## src/rtl/adc_cal_pkg.sv

```systemverilog
package adc_cal_pkg;
   localparam logic [2:0] MD_CONT   = 3'b000;
   localparam logic [2:0] MD_IDLE   = 3'b001;
   localparam logic [2:0] MD_ZS_INT = 3'b100;
   localparam logic [2:0] MD_FS_INT = 3'b101;
   localparam logic [2:0] MD_ZS_SYS = 3'b110;
   localparam logic [2:0] MD_FS_SYS = 3'b111;

   // log2 of the number of conversion strobes a calibration averages
   function automatic logic [1:0] cal_shift(input logic full_scale,
                                            input logic chop,
                                            input logic unity_gain);
      if (!full_scale || unity_gain) return chop ? 2'd1 : 2'd0;
      return chop ? 2'd2 : 2'd1;
   endfunction
endpackage

```

## src/rtl/adc_cal_scale.sv

```systemverilog
module adc_cal_scale #(
   parameter int DW       = 16,
   parameter bit SATURATE = 1'b1
) (
   input  logic [DW-1:0] raw,
   input  logic [DW-1:0] offset,
   input  logic [DW-1:0] gain,
   output logic [DW-1:0] result
);
   localparam int PW   = 2*DW + 2;
   localparam int FRAC = DW - 1;
   localparam logic signed [PW-1:0] MID  = PW'(1) << (DW-1);
   localparam logic signed [PW-1:0] MAXV = (PW'(1) << DW) - PW'(1);

   logic signed [DW:0]   diff;
   logic signed [PW-1:0] prod;
   logic signed [PW-1:0] biased;

   always_comb begin
      diff   = $signed({1'b0, raw}) - $signed({1'b0, offset});
      prod   = $signed({{(DW+1){diff[DW]}}, diff}) * $signed({{(DW+2){1'b0}}, gain});
      biased = (prod >>> FRAC) + MID;
   end

   generate
      if (SATURATE) begin : g_sat
         always_comb begin
            if (biased < 0)         result = '0;
            else if (biased > MAXV) result = '1;
            else                    result = biased[DW-1:0];
         end
      end else begin : g_wrap
         always_comb result = biased[DW-1:0];
      end
   endgenerate
endmodule

```

## src/rtl/adc_cal_div.sv

```systemverilog
module adc_cal_div #(
   parameter int DW = 16
) (
   input  logic          clk,
   input  logic          rst_n,
   input  logic          start,
   input  logic [DW:0]   den,
   output logic          done,
   output logic [DW-1:0] quo
);
   localparam int NW = 2*DW - 1;
   localparam int RW = DW + 2;
   localparam int CW = $clog2(NW + 1);
   localparam logic [NW-1:0] NUM = ((NW'(1) << (DW-1)) - NW'(1)) << (DW-1);

   logic          busy_q;
   logic [CW-1:0] cnt_q;
   logic [RW-1:0] rem_q;
   logic [NW-1:0] q_q;
   logic [DW:0]   den_q;
   logic [RW-1:0] trial;
   logic          fits;

   always_comb begin
      trial = {rem_q[RW-2:0], NUM[cnt_q - CW'(1)]};
      fits  = trial >= {1'b0, den_q};
   end

   always_ff @(posedge clk or negedge rst_n) begin
      if (!rst_n) begin
         busy_q <= 1'b0;
         cnt_q  <= '0;
         rem_q  <= '0;
         q_q    <= '0;
         den_q  <= '0;
         done   <= 1'b0;
      end else begin
         done <= 1'b0;
         if (start) begin
            busy_q <= 1'b1;
            cnt_q  <= CW'(NW);
            rem_q  <= '0;
            q_q    <= '0;
            den_q  <= den;
         end else if (busy_q) begin
            rem_q <= fits ? trial - {1'b0, den_q} : trial;
            q_q   <= {q_q[NW-2:0], fits};
            cnt_q <= cnt_q - CW'(1);
            if (cnt_q == CW'(1)) begin
               busy_q <= 1'b0;
               done   <= 1'b1;
            end
         end
      end
   end

   assign quo = (|q_q[NW-1:DW]) ? '1 : q_q[DW-1:0];
endmodule

```

## src/rtl/adc_cal_ctrl.sv

```systemverilog
module adc_cal_ctrl
   import adc_cal_pkg::*;
#(
   parameter int DW = 16
) (
   input  logic          clk,
   input  logic          rst_n,
   input  logic          mode_wr,
   input  logic [2:0]    mode_in,
   input  logic          conv_done,
   input  logic [DW-1:0] raw,
   input  logic          ref_ok,
   input  logic          chop_en,
   input  logic [2:0]    gain_code,
   input  logic [DW-1:0] scaled,
   input  logic          div_done,
   input  logic [DW-1:0] div_quo,
   output logic          div_start,
   output logic [DW:0]   div_den,
   output logic [2:0]    mode_q,
   output logic [DW-1:0] off_q,
   output logic [DW-1:0] fs_q,
   output logic [DW-1:0] data_q,
   output logic          rdy_q,
   output logic          err_q,
   output logic          noref_q
);
   localparam int AW = DW + 2;
   localparam logic [DW-1:0] COEF_RST = DW'(1) << (DW-1);

   logic [1:0]           sh_q;
   logic [2:0]           cnt_q;
   logic [AW-1:0]        acc_q;
   logic                 bad_q;
   logic                 wait_q;
   logic [AW-1:0]        acc_nx;
   logic [DW-1:0]        avg;
   logic signed [DW+1:0] dfs;
   logic                 last;
   logic                 bad_now;
   logic                 cal_go;

   always_comb begin
      acc_nx    = acc_q + AW'(raw);
      avg       = DW'(acc_nx >> sh_q);
      dfs       = $signed({2'b00, avg}) - $signed({2'b00, off_q});
      last      = (cnt_q + 3'd1) == (3'd1 << sh_q);
      bad_now   = bad_q | ~ref_ok;
      cal_go    = mode_q[2] && conv_done && !mode_wr && !wait_q
                  && (cnt_q != (3'd1 << sh_q));
      div_start = cal_go && last && !bad_now && mode_q[0] && (dfs > 0);
      div_den   = dfs[DW:0];
   end

   always_ff @(posedge clk or negedge rst_n) begin
      if (!rst_n) begin
         mode_q  <= MD_CONT;
         off_q   <= COEF_RST;
         fs_q    <= COEF_RST;
         data_q  <= '0;
         rdy_q   <= 1'b0;
         err_q   <= 1'b0;
         noref_q <= 1'b0;
         sh_q    <= '0;
         cnt_q   <= '0;
         acc_q   <= '0;
         bad_q   <= 1'b0;
         wait_q  <= 1'b0;
      end else if (mode_wr) begin
         mode_q <= mode_in;
         rdy_q  <= 1'b0;
         cnt_q  <= '0;
         acc_q  <= '0;
         bad_q  <= 1'b0;
         wait_q <= 1'b0;
         sh_q   <= cal_shift(mode_in[0], chop_en, gain_code == 3'd0);
         if (mode_in[2]) err_q <= 1'b0;
      end else begin
         if (mode_q == MD_CONT && conv_done) begin
            data_q  <= ref_ok ? scaled : '1;
            noref_q <= ~ref_ok;
            rdy_q   <= 1'b1;
         end
         if (cal_go) begin
            acc_q   <= acc_nx;
            cnt_q   <= cnt_q + 3'd1;
            noref_q <= ~ref_ok;
            if (!ref_ok) bad_q <= 1'b1;
            if (last) begin
               if (bad_now) begin
                  err_q  <= 1'b1;
                  rdy_q  <= 1'b1;
                  mode_q <= MD_IDLE;
               end else if (!mode_q[0]) begin
                  off_q  <= avg;
                  rdy_q  <= 1'b1;
                  mode_q <= MD_IDLE;
               end else if (dfs > 0) begin
                  wait_q <= 1'b1;
               end else begin
                  fs_q   <= '1;
                  rdy_q  <= 1'b1;
                  mode_q <= MD_IDLE;
               end
            end
         end
         if (div_done && wait_q) begin
            fs_q   <= div_quo;
            rdy_q  <= 1'b1;
            mode_q <= MD_IDLE;
            wait_q <= 1'b0;
         end
      end
   end
endmodule

```

## src/rtl/adc_cal_scaler.sv

```systemverilog
module adc_cal_scaler #(
   parameter int DW       = 16,
   parameter bit SATURATE = 1'b1
) (
   input  logic          clk,
   input  logic          rst_n,
   input  logic          mode_wr,
   input  logic [2:0]    mode_in,
   input  logic          conv_done,
   input  logic [DW-1:0] raw_data,
   input  logic          ref_ok,
   input  logic          chop_en,
   input  logic [2:0]    gain_code,
   input  logic          cs_n,
   output logic [DW-1:0] data_out,
   output logic [DW-1:0] offset_coef,
   output logic [DW-1:0] fscale_coef,
   output logic [2:0]    mode_out,
   output logic          int_cal_sel,
   output logic          rdy,
   output logic          err,
   output logic          noref,
   output logic          dout_rdy_n
);
   generate
      if (DW < 8 || DW > 24) begin : g_dw_check
         $error("adc_cal_scaler: DW must lie in 8..24");
      end
   endgenerate

   logic [DW-1:0] scaled;
   logic          div_start;
   logic [DW:0]   div_den;
   logic          div_done;
   logic [DW-1:0] div_quo;

   adc_cal_scale #(.DW(DW), .SATURATE(SATURATE)) u_scale (
      .raw(raw_data), .offset(offset_coef), .gain(fscale_coef), .result(scaled)
   );

   adc_cal_div #(.DW(DW)) u_div (
      .clk(clk), .rst_n(rst_n), .start(div_start), .den(div_den),
      .done(div_done), .quo(div_quo)
   );

   adc_cal_ctrl #(.DW(DW)) u_ctrl (
      .clk(clk), .rst_n(rst_n), .mode_wr(mode_wr), .mode_in(mode_in),
      .conv_done(conv_done), .raw(raw_data), .ref_ok(ref_ok),
      .chop_en(chop_en), .gain_code(gain_code), .scaled(scaled),
      .div_done(div_done), .div_quo(div_quo), .div_start(div_start),
      .div_den(div_den), .mode_q(mode_out), .off_q(offset_coef),
      .fs_q(fscale_coef), .data_q(data_out), .rdy_q(rdy), .err_q(err),
      .noref_q(noref)
   );

   assign int_cal_sel = mode_out[2] & ~mode_out[1];
   assign dout_rdy_n  = cs_n | ~rdy;
endmodule

```

## config.mk

```make
export PLATFORM = sky130hd
export DESIGN_NAME = adc_cal_scaler
export DESIGN_NICKNAME = d
export VERILOG_FILES = /design/src/rtl/adc_cal_pkg.sv /design/src/rtl/adc_cal_scale.sv /design/src/rtl/adc_cal_div.sv /design/src/rtl/adc_cal_ctrl.sv /design/src/rtl/adc_cal_scaler.sv
export SDC_FILE = /design/constraint.sdc
export NUM_CORES = 1
export LEC_CHECK = 0
export BUFFER_PORTS_ARGS = -buffer_cell sky130_fd_sc_hd__clkbuf_2
export CAP_MARGIN = 20
export CORE_ASPECT_RATIO = 1.4
export CORE_MARGIN = 5
export CORE_UTILIZATION = 65
export DETAILED_ROUTE_END_ITERATION = 6
export GPL_ROUTABILITY_DRIVEN = 0
export PLACE_DENSITY = 0.92
export SYNTH_ARGS = -nofsm -noshare
export SYNTH_HDL_FRONTEND = slang
export SYNTH_SLANG_ARGS = --single-unit
```

## constraint.sdc

```tcl
create_clock -name clk -period 13.5 [get_ports clk]
set_input_delay 3.375 -clock clk [delete_from_list [all_inputs] [get_ports clk]]
set_output_delay 3.375 -clock clk [all_outputs]
set_load 0.05 [all_outputs]
```

# == Word level (Yosys, flattened, before mapping) ==
# Memory sizes are Yosys's and may differ from the RTL's.
# Index checks and enable logic that the tools add are counted.
# classes
div_mod_pow,0
bitwise,9
reduce_logical,39
n_mul,1
shifts,2
muxes,66
order_cmp,5
addsub,7
n_eq_ne,9
# op_table
cell,n
$mux W16,10
$mux W31,2
$mux W17,3
$mux W18,2
$mux W1,35
$gt A34 B17 Y1 const B,1
$lt A34 B1 Y1 const B,1
$mul A17 B17 Y34,1
$sub A16 B16 Y17,2
$mux W3,9
$add A19 B17 Y20 const B,1
$add A18 B16 Y18,1
$ge A18 B17 Y1,1
$shr A18 B2 Y16,1
$gt A17 B1 Y1 const B,1
$sub A17 B17 Y17,1
$reduce_bool A2 Y1,8
$reduce_or A15 Y1,1
$reduce_bool A3 Y1,4
$logic_and A1 B1 Y1,10
$mux W5,2
$reduce_and A5 Y1,2
$reduce_and A2 Y1,4
$logic_not A3 Y1,2
20 further kinds,33
# word_totals
mem_bits_rw,0
in_bits,29
reg_bits,151
romBits,32
wordCells,158
mem_count,1
latchBits,0
output_inout_bits,56
# memory_table
memory,words,width,rd,rd_ports_with_merged_regs,wr,line_no,source
(no name shown),32,1,1,0,0,adc_cal_div.sv:25,"trial = {rem_q[RW-2:0], NUM[cnt_q - CW'(1)]};"

# == Depth between registers and ports, before layout ==
# Gate-level depths: netlist (run 1).
# depth
depth_word,11
depth_mapped,43
depth_no_buf,40

# == Modules after synthesis ==
# From an unflattened synthesis (run 1), not the netlist that was laid out.
# hier_totals
hier_cells,2464
area_unflattened_um2,21647.0
# modules_own_cells
mod,instances,area_per_inst_um2,seq_area_each_um2,cells_each
adc_cal_scale,1,12077.8,0.0,1401
adc_cal_ctrl,1,5497.8,1979.4,634
adc_cal_div,1,4051.4,1801.7,427
adc_cal_scaler,1,20.0,0.0,2

# == Worst setup path after synthesis (run 1) ==
# Ideal clock, no wire load.
# synth_timing
kind,input -> register
startpoint,input raw_data[0]
endpoint,register u_ctrl.data_q[5]
path_buffers,2
t_required_ps,13359
t_arrival_ps,12328
setup_ps,141
path_stages,39
path_slack_ps,1031
cell_sequence,inv_1 > ha_1 > fa_1 > nor2b_1 > o21ai_0 > a21boi_0 > o21ai_0 > a21boi_0 > o2111ai_1 > nand3_1 > a211o_1 > nand3_1 > clkbuf_1 > and2_1 > fa_1 > inv_1 > fa_1 > fa_1 > (+3 left out) > inv_1 > fa_1 > inv_1 > ha_1 > a211oi_1 > o21bai_1 > a221o_1 > o41ai_1 > nor3b_1 > nor2_1 > ha_1 > nand3b_1 > o21ai_0 > a211o_1 > o31ai_1 > o2bb2ai_1 > clkbuf_1 > a31oi_1
# synth_between
elab_chain_cells,7
word_cells_on_any_way,8
cone_classes,add/sub: 2; mul: 1; order compare: 2; mux: 3
# synth_lines
element,line_no,source
"start, declared",adc_cal_scaler.sv:10,"input logic [DW-1:0] raw_data,"
$sub A16 B16 Y17 *,adc_cal_scale.sv:20,"diff = $signed({1'b0, raw}) - $signed({1'b0, offset});"
$mul A17 B17 Y34 *,adc_cal_scale.sv:21,"prod = $signed({{(DW+1){diff[DW]}}, diff}) * $signed({{(DW+2){1'b0}}, gain});"
$add A19 B17 Y20 *,adc_cal_scale.sv:22,biased = (prod >>> FRAC) + MID;
$gt A34 B17 Y1,adc_cal_scale.sv:29,else if (biased > MAXV) result = '1;
$mux W16,adc_cal_scale.sv:29,
$mux W16 *,adc_cal_scale.sv:28,if (biased < 0) result = '0;
$mux W16 *,adc_cal_ctrl.sv:80,data_q <= ref_ok ? scaled : '1;
"end signal, assigned",adc_cal_ctrl.sv:80,
"end, declared",adc_cal_ctrl.sv:23,"output logic [DW-1:0] data_q,"
# Mark *: on every way between the ends. The rest lies on a longest branch, timed or not.
# A chain may end at the register's enable or synchronous reset.

# == Final worst setup path (run 1) ==
# layout_timing
startpoint,input raw_data[0]
endpoint,register u_ctrl.data_q[4]
# Same word-level chain as after synthesis.

==> results of run 1 <==
==> layout by cell type, fill, tap and decap left out, types with 43 or more instances in the layout <==
master,count
a21oi_1,64
nand2_1,213
dfrtp_1,148
nor3_1,44
nor2_1,145
nand3_1,43
mux2i_1,66
xnor2_1,56
and2_1,120
fa_1,274
o21ai_0,53
clkbuf_2,83
ha_1,163
inv_1,395
==> routing by layer <==
layer	vias up	track usage (%)
met1	8241	35.6
met4	0	22.0
met3	361	7.43
li1	7366	-
met5	-	0
met2	1095	56.7
==> metrics by stage <==
step	cell area [µm²]	instances	hold WS (ns)	total power, µW	util [%]
after floorplan	20500	2267	0.457	1840	-
after global placement	21200	2676	0.474	2240	67.7
after detailed placement	21200	2676	0.499	2320	67.7
after CTS	21800	2708	0.514	2810	69.6
after global routing	21900	2710	0.530	3040	69.8
final	21900	2711	0.500	2870	69.9
==> final cells by class <==
| cell class | instances | area share (%) |
|---|---|---|
| clock buffers | 18 | 1.96 |
| inverters | 395 | 6.78 |
| diodes | 1 | 0.0114 |
| repair buffers | 116 | 3.23 |
| flip-flops and latches | 151 | 17.3 |
| clock inverters | 14 | 0.675 |
| multi-input cells | 1621 | 67.8 |
| well taps | 395 | 2.26 |
==> where the power goes <==
part           internal (µW)  leakage [µW]  switching, µW
Combinational            601       0.00916           1110
Clock                    247      0.000278            231
Sequential               570       0.00179            112
Total                   1420        0.0112           1460
==> registers in the layout, indices dropped and copies added (netlist names), 2 cells and up <==
signal	flops
u_div.q_q	31
u_ctrl.data_q	16
u_ctrl.cnt_q	3
u_ctrl.acc_q	18
u_div.den_q	17
u_ctrl.off_q	16
u_ctrl.fs_q	16
u_ctrl.mode_q	3
u_ctrl.sh_q	2
u_div.rem_q	17
u_div.cnt_q	5
==> timing repair <==
item,4_1_cts,5_1_grt
setup buffers,0,0
hold buffers,0,0
endpoints found under the setup margin,0,16
resized for setup,0,5
==> cell families after synthesis <==
family | count (synthesis) | share of synthesized area (%)
buffers and inverters | 495 | 9.21
multiplexers | 97 | 5.15
flip-flops | 151 | 18.5
XOR/XNOR | 87 | 3.72
adder cells (fa/ha/maj) | 437 | 36.8
AO/OA/AOI/OAI | 302 | 9.84
AND/OR/NAND/NOR | 698 | 16.8
==> worst reg2reg max path, delay by kind of cell, from the launching register on <==
kind / cells / cell delay, ns
AOI/OAI and AO/OA: 14 / 3.64
DFF: 1 / 0.43
buffers and inverters: 7 / 0.94
adders and majority gates: 9 / 3.74
xor gates and xnor gates: 1 / 0.56
and+or+nand+nor: 6 / 0.98
==> worst paths after layout <==
kind / start / to / slack [ns] / cells past startpoint
worst max-delay path: raw_data[0] / u_ctrl.data_q[4] / 0.56 / 39
worst min-delay path: u_div.den_q[16] / u_div.den_q[16] / 0.50 / 2
worst max register to register: u_ctrl.off_q[1] / u_ctrl.data_q[4] / 3.09 / 37
worst min register to register: u_div.den_q[16] / u_div.den_q[16] / 0.50 / 2
max in group asynchronous: rst_n / u_ctrl.off_q[15] / 9.37 / 3
min in group asynchronous: rst_n / u_div.q_q[23] / 2.92 / 1
==> results.sh, run 1 <==
export IMPL_synth_nets=2733
export IMPL_seq_area_um2=3780
export IMPL_vias_per_cell=6.29
export IMPL_start_util_pct=65.4
export IMPL_finalSetupTns_ns=0
export IMPL_synth_async_reset_ratio_pct=100
export IMPL_ys_seq_area_share_pct=18.5
export IMPL_yosys_area_top_type="fa_1"
export IMPL_antenna_found_initial=0
export IMPL_synthCells=2267
export IMPL_slew_viol_final=0
export IMPL_die_height_um=220
export IMPL_wl_met3_um=4760
export IMPL_drv_cap=0
export IMPL_dpl_hpwl_um=42500
export IMPL_critical_path_max_stage_delay_ns=0.56
export IMPL_rsz0062_at_grt="false"
export IMPL_die_area_um2=35200
export IMPL_finalHoldViolCount=0
export IMPL_clkTransAtPathRegs_ns=0.07
export IMPL_row_count=77
export IMPL_multi_input_area_um2=14800
export IMPL_synth_edf_count=0
export IMPL_grt_max_degree=84
export IMPL_cts_root_buf="clkbuf_16"
export IMPL_min_period_ns=12.94
export IMPL_synthTopCellsByCount="inv_1 (395), fa_1 (274), nand2_1 (213)"
export IMPL_cts_inserted_buffers=17
export IMPL_endpoint_kind="flip-flop"
export IMPL_powerDensity_nw_per_um2=131
export IMPL_grt_pass1_wl_um=91600
export IMPL_drive_gt1_share_pct=8.64
export IMPL_yosys_top_cells_area="fa_1 (27%), dfrtp_1 (18%), ha_1 (10%)"
export IMPL_drt_iter0_drc=1626
export IMPL_clock_latency_ns=0.46
export IMPL_p_leak_uw=0.0112
export IMPL_cp_required_ns=13.83
export IMPL_syn_area_per_cell_um2=9.03
export IMPL_cp_common_cell="fa_1"
export IMPL_synth_area_um2=20500
export IMPL_synthFlopType="dfrtp_1"
export IMPL_h_tree_depth=4
export IMPL_yosysMostFrequentCell="inv_1"
export IMPL_yosys_warnings=0
export IMPL_start_kind="input port"
export IMPL_overflow=0
export IMPL_num_vias=17100
export IMPL_finalWorstSetupSlack_ns=0.563
export IMPL_cts_tree="built"
export IMPL_synthDistinctLibCells=72
export IMPL_cp_arrival_ns=13.26
export IMPL_slowest_stage="fa_1"
export IMPL_routed_wl_um=55900
export IMPL_grt_pass1_vias=18400
export IMPL_setup_violations=0
export IMPL_num_fill_cells=2030
export IMPL_grt_usage_pct=32.6
export IMPL_area_growth_pct=6.89
export IMPL_cts_sinks=151
export IMPL_pre_cts_ws_ns=0.0360
export IMPL_ant_nets=0
export IMPL_nets=2768
export IMPL_core_um2=31300
export IMPL_critPathMaxFanout=19
export IMPL_skew_ns=0.0125
export IMPL_relSlewSlack_pct=22.5
export IMPL_fmax_mhz=77.3
export IMPL_clockBufferDepth=2
export IMPL_wl_met2_um=28100
export IMPL_worst_pin_slew_ns=1.16
export IMPL_crit_buf_inv=6
export IMPL_period_share_pct=95.8
export IMPL_die_width_um=160
export IMPL_hp_class="flip-flop to flip-flop"
export IMPL_portBuffers=84
export IMPL_drc_errors=0
export IMPL_wire_per_inst_um=20.6
export IMPL_m1WireLength_um=18600
export IMPL_path_class="input port to flip-flop"
export IMPL_io_pins=85
export IMPL_vdd_ir_drop_worst_mv=0.187
export IMPL_ys_ff_latch=151
export IMPL_top_layer="met4"
export IMPL_status="finished clean"
export IMPL_critPathTopFamily="adder cells"
export IMPL_firstDrtPassIters=7
export IMPL_synth_top_cell_area_share_pct=26.8
No activity file was read; power rests on OpenSTA's default activity.
==> inputs of run 2 (changes only) <==
--- a/config.mk
+++ b/config.mk
@@ -5,6 +5,7 @@
 export SDC_FILE = /design/constraint.sdc
 export NUM_CORES = 1
 export LEC_CHECK = 0
+export ABC_AREA = 1
 export BUFFER_PORTS_ARGS = -buffer_cell sky130_fd_sc_hd__clkbuf_2
 export CAP_MARGIN = 20
 export CORE_ASPECT_RATIO = 1.4
@@ -13,6 +14,7 @@
 export DETAILED_ROUTE_END_ITERATION = 6
 export GPL_ROUTABILITY_DRIVEN = 0
 export PLACE_DENSITY = 0.92
+export RECOVER_POWER = 100
 export SYNTH_ARGS = -nofsm -noshare
 export SYNTH_HDL_FRONTEND = slang
 export SYNTH_SLANG_ARGS = --single-unit
==> constraint.sdc (replaced) <==
create_clock -name clk -period 13.5 [get_ports clk]
set_input_delay 2.7 -clock clk [delete_from_list [all_inputs] [get_ports clk]]
set_output_delay 2.7 -clock clk [all_outputs]
set_load 0.05 [all_outputs]
==> run 2 against run 1 <==
The run now ends with design-rule violations, max-capacitance violations, max-slew violations left. Synthesized cell count up 32%. Synthesized area up 6.8%. Non-clock buffer count down 28. Fmax up 17%. Hold slack worse by 0.024 ns. Die area up 6.4%. Flip-flop and latch count unchanged. Sequential share of layout area down 0.82 points. Core utilization down 0.73 points. Clock-buffer cell count up 1. Critical path type unchanged.
==> results.sh, run 2 <==
export IMPL_status="complete, but fails checks"
export IMPL_violations="design-rule violations, max-capacitance violations, max-slew violations"
export IMPL_area_growth_pct=5.04
export IMPL_cts_inserted_buffers=17
export IMPL_ys_seq_area_share_pct=17.3
export IMPL_top_register="u_div.q_q"
export IMPL_slowest_stage="fa_1"
export IMPL_vias_per_cell=5.83
export IMPL_wire_per_inst_um=18.0
export IMPL_die_area_um2=37400
export IMPL_crit_buf_inv=6
export IMPL_cts_resized=0
export IMPL_hold_end="u_div.den_q[4]"
export IMPL_overflow=0
export IMPL_row_count=79
export IMPL_post_cts_setup_buffer_count=0
export IMPL_io_pins=85
export IMPL_ant_nets=0
export IMPL_startpoint="raw_data[3]"
export IMPL_hold_path_startpoint="u_div.den_q[4]"
export IMPL_synth_edf_count=0
export IMPL_start_util_pct=65.8
export IMPL_synth_async_reset_ratio_pct=100
export IMPL_die_width_um=165
export IMPL_dpl_hpwl_um=49300
export IMPL_drv_cap=4
export IMPL_grt_max_degree=82
export IMPL_yosys_top_cells_area="fa_1 (25%), dfrtp_1 (17%), nand2_1 (13%)"
export IMPL_synth_top_cell_area_share_pct=25.1
export IMPL_critPathMaxFanout=17
export IMPL_min_path_cells=2
export IMPL_num_antenna_cells=0
export IMPL_r2r_worst_path_cells=38
export IMPL_synth_area_um2=21900
export IMPL_setup_violations=0
export IMPL_yosys_warnings=0
export IMPL_clockBufferDepth=2
export IMPL_critical_path_max_stage_delay_ns=0.93
export IMPL_final_cell_mix="nand2_1 (735), inv_1 (688), fa_1 (274)"
export IMPL_h_tree_depth=4
export IMPL_drc_errors=9
export IMPL_synthFlopType="dfrtp_1"
export IMPL_syn_area_per_cell_um2=7.28
export IMPL_rsz0062_at_grt="false"
export IMPL_skew_ns=0.0132
export IMPL_hold_buffers=0
export IMPL_min_period_ns=11.03
export IMPL_pre_cts_ws_ns=2.58
export IMPL_multi_input_area_um2=15000
export IMPL_r2r_slack_ns=4.26
export IMPL_antenna_found_initial=0
export IMPL_endpoint_kind="flip-flop"
export IMPL_ys_ff_latch=151
export IMPL_synth_nets=3468
export IMPL_fmax_mhz=90.7
export IMPL_slew_viol_final=252
export IMPL_cp_required_ns=13.82
export IMPL_synthDistinctLibCells=53
export IMPL_finalHoldViolCount=0
export IMPL_cp_arrival_ns=11.35
export IMPL_critPathTopFamily="adder cells"
export IMPL_cts_sinks=151
export IMPL_start_kind="input port"
export IMPL_firstDrtPassIters=7
export IMPL_cts_root_buf="clkbuf_16"
export IMPL_grt_pass1_vias=21500
export IMPL_relSlewSlack_pct=-211
export IMPL_period_share_pct=81.7
export IMPL_clkTransAtPathRegs_ns=0.07
export IMPL_drive_gt1_share_pct=3.45
export IMPL_drt_iter0_drc=2166
export IMPL_seq_area_um2=3780
export IMPL_nets=3500
export IMPL_synthCells=3002
export IMPL_finalWorstSetupSlack_ns=2.47
export IMPL_die_height_um=227
export IMPL_core_um2=33200
export IMPL_hp_class="flip-flop to flip-flop"
export IMPL_top_regs="u_div.q_q (31), u_ctrl.acc_q (18)"
export IMPL_yosys_area_top_type="fa_1"
export IMPL_worst_pin_slew_ns=4.67
export IMPL_portBuffers=84
export IMPL_grt_pass1_wl_um=103000
export IMPL_grt_usage_pct=34.9
export IMPL_clock_latency_ns=0.46
export IMPL_r2r_end="u_ctrl.data_q[4]"
export IMPL_yosysMostFrequentCell="nand2_1"
export IMPL_routed_wl_um=62800
export IMPL_num_fill_cells=2623
export IMPL_layout_commonest_cell="nand2_1"
export IMPL_largest_reg_flops=31
export IMPL_cts_tree="built"
export IMPL_r2r_start="u_ctrl.off_q[3]"
export IMPL_finalSetupTns_ns=0
export IMPL_num_vias=20400
export IMPL_synthTopCellsByCount="nand2_1 (728), inv_1 (681), fa_1 (274)"
export IMPL_cp_common_cell="nand2_1"
export IMPL_path_class="input port to flip-flop"
==> run 2: metrics by stage <==
| stage | util (%) | cells | cell area [µm²] | hold WS (ns) |
|---|---|---|---|---|
| after floorplan | - | 3002 | 21900 | 0.442 |
| after global placement | 67.7 | 3459 | 22500 | 0.462 |
| after detailed placement | 67.7 | 3459 | 22500 | 0.462 |
| after CTS | 69.5 | 3491 | 23100 | 0.478 |
| after global routing | 69.1 | 3492 | 23000 | 0.500 |
| final | 69.1 | 3492 | 23000 | 0.476 |
==> run 2: tightest hold or removal path, cell delays in order (launching register included) <==
cell and delay [ns]:
dfrtp_1 0.34, nand2_1 0.05, nand2_1 0.05
==> run 2: how the worst max path moves through the flow <==
stage	to	slack [ns]	depth (start not counted)
floorplan	u_ctrl.data_q[10]	3.57	43
global placement	u_ctrl.data_q[7]	2.94	41
detailed placement	u_ctrl.data_q[11]	2.58	38
CTS	u_ctrl.data_q[11]	2.97	38
global route	u_ctrl.data_q[13]	1.89	37
finish	u_ctrl.data_q[4]	2.47	38
==> run 2: layout make-up <==
class | instances | area share [%]
repair buffers | 88 | 1.66
clock inverters | 13 | 0.649
well taps | 445 | 2.43
multi-input cells | 2077 | 65.4
clock buffers | 19 | 1.93
flip-flops and latches | 151 | 16.5
inverters | 699 | 11.4
==> run 2: kinds of logic (layout without fill, tap and decap cells) <==
kind of cell,count (synthesis),count (layout),share of synthesized area (%)
flip-flops,151,151,17.3
adder cells (fa/ha/maj),437,437,34.4
AND/OR/NAND/NOR,1258,1258,24.1
buffers and inverters,774,819,13.7
AO/OA/AOI/OAI,324,324,8.10
XOR/XNOR,58,58,2.32
==> run 2: metal layers <==
layer	global-route usage (%)	vias to the layer above	routed length [µm]
met4	28.0	0	6190
met1	36.6	9503	20500
met5	0	-	0
met3	7.35	485	5140
met2	60.3	1249	31000
li1	-	9132	-
Power of run 2 is not shown: default switching activity piles up to over one toggle a cycle in this logic, so the estimate is an artifact.
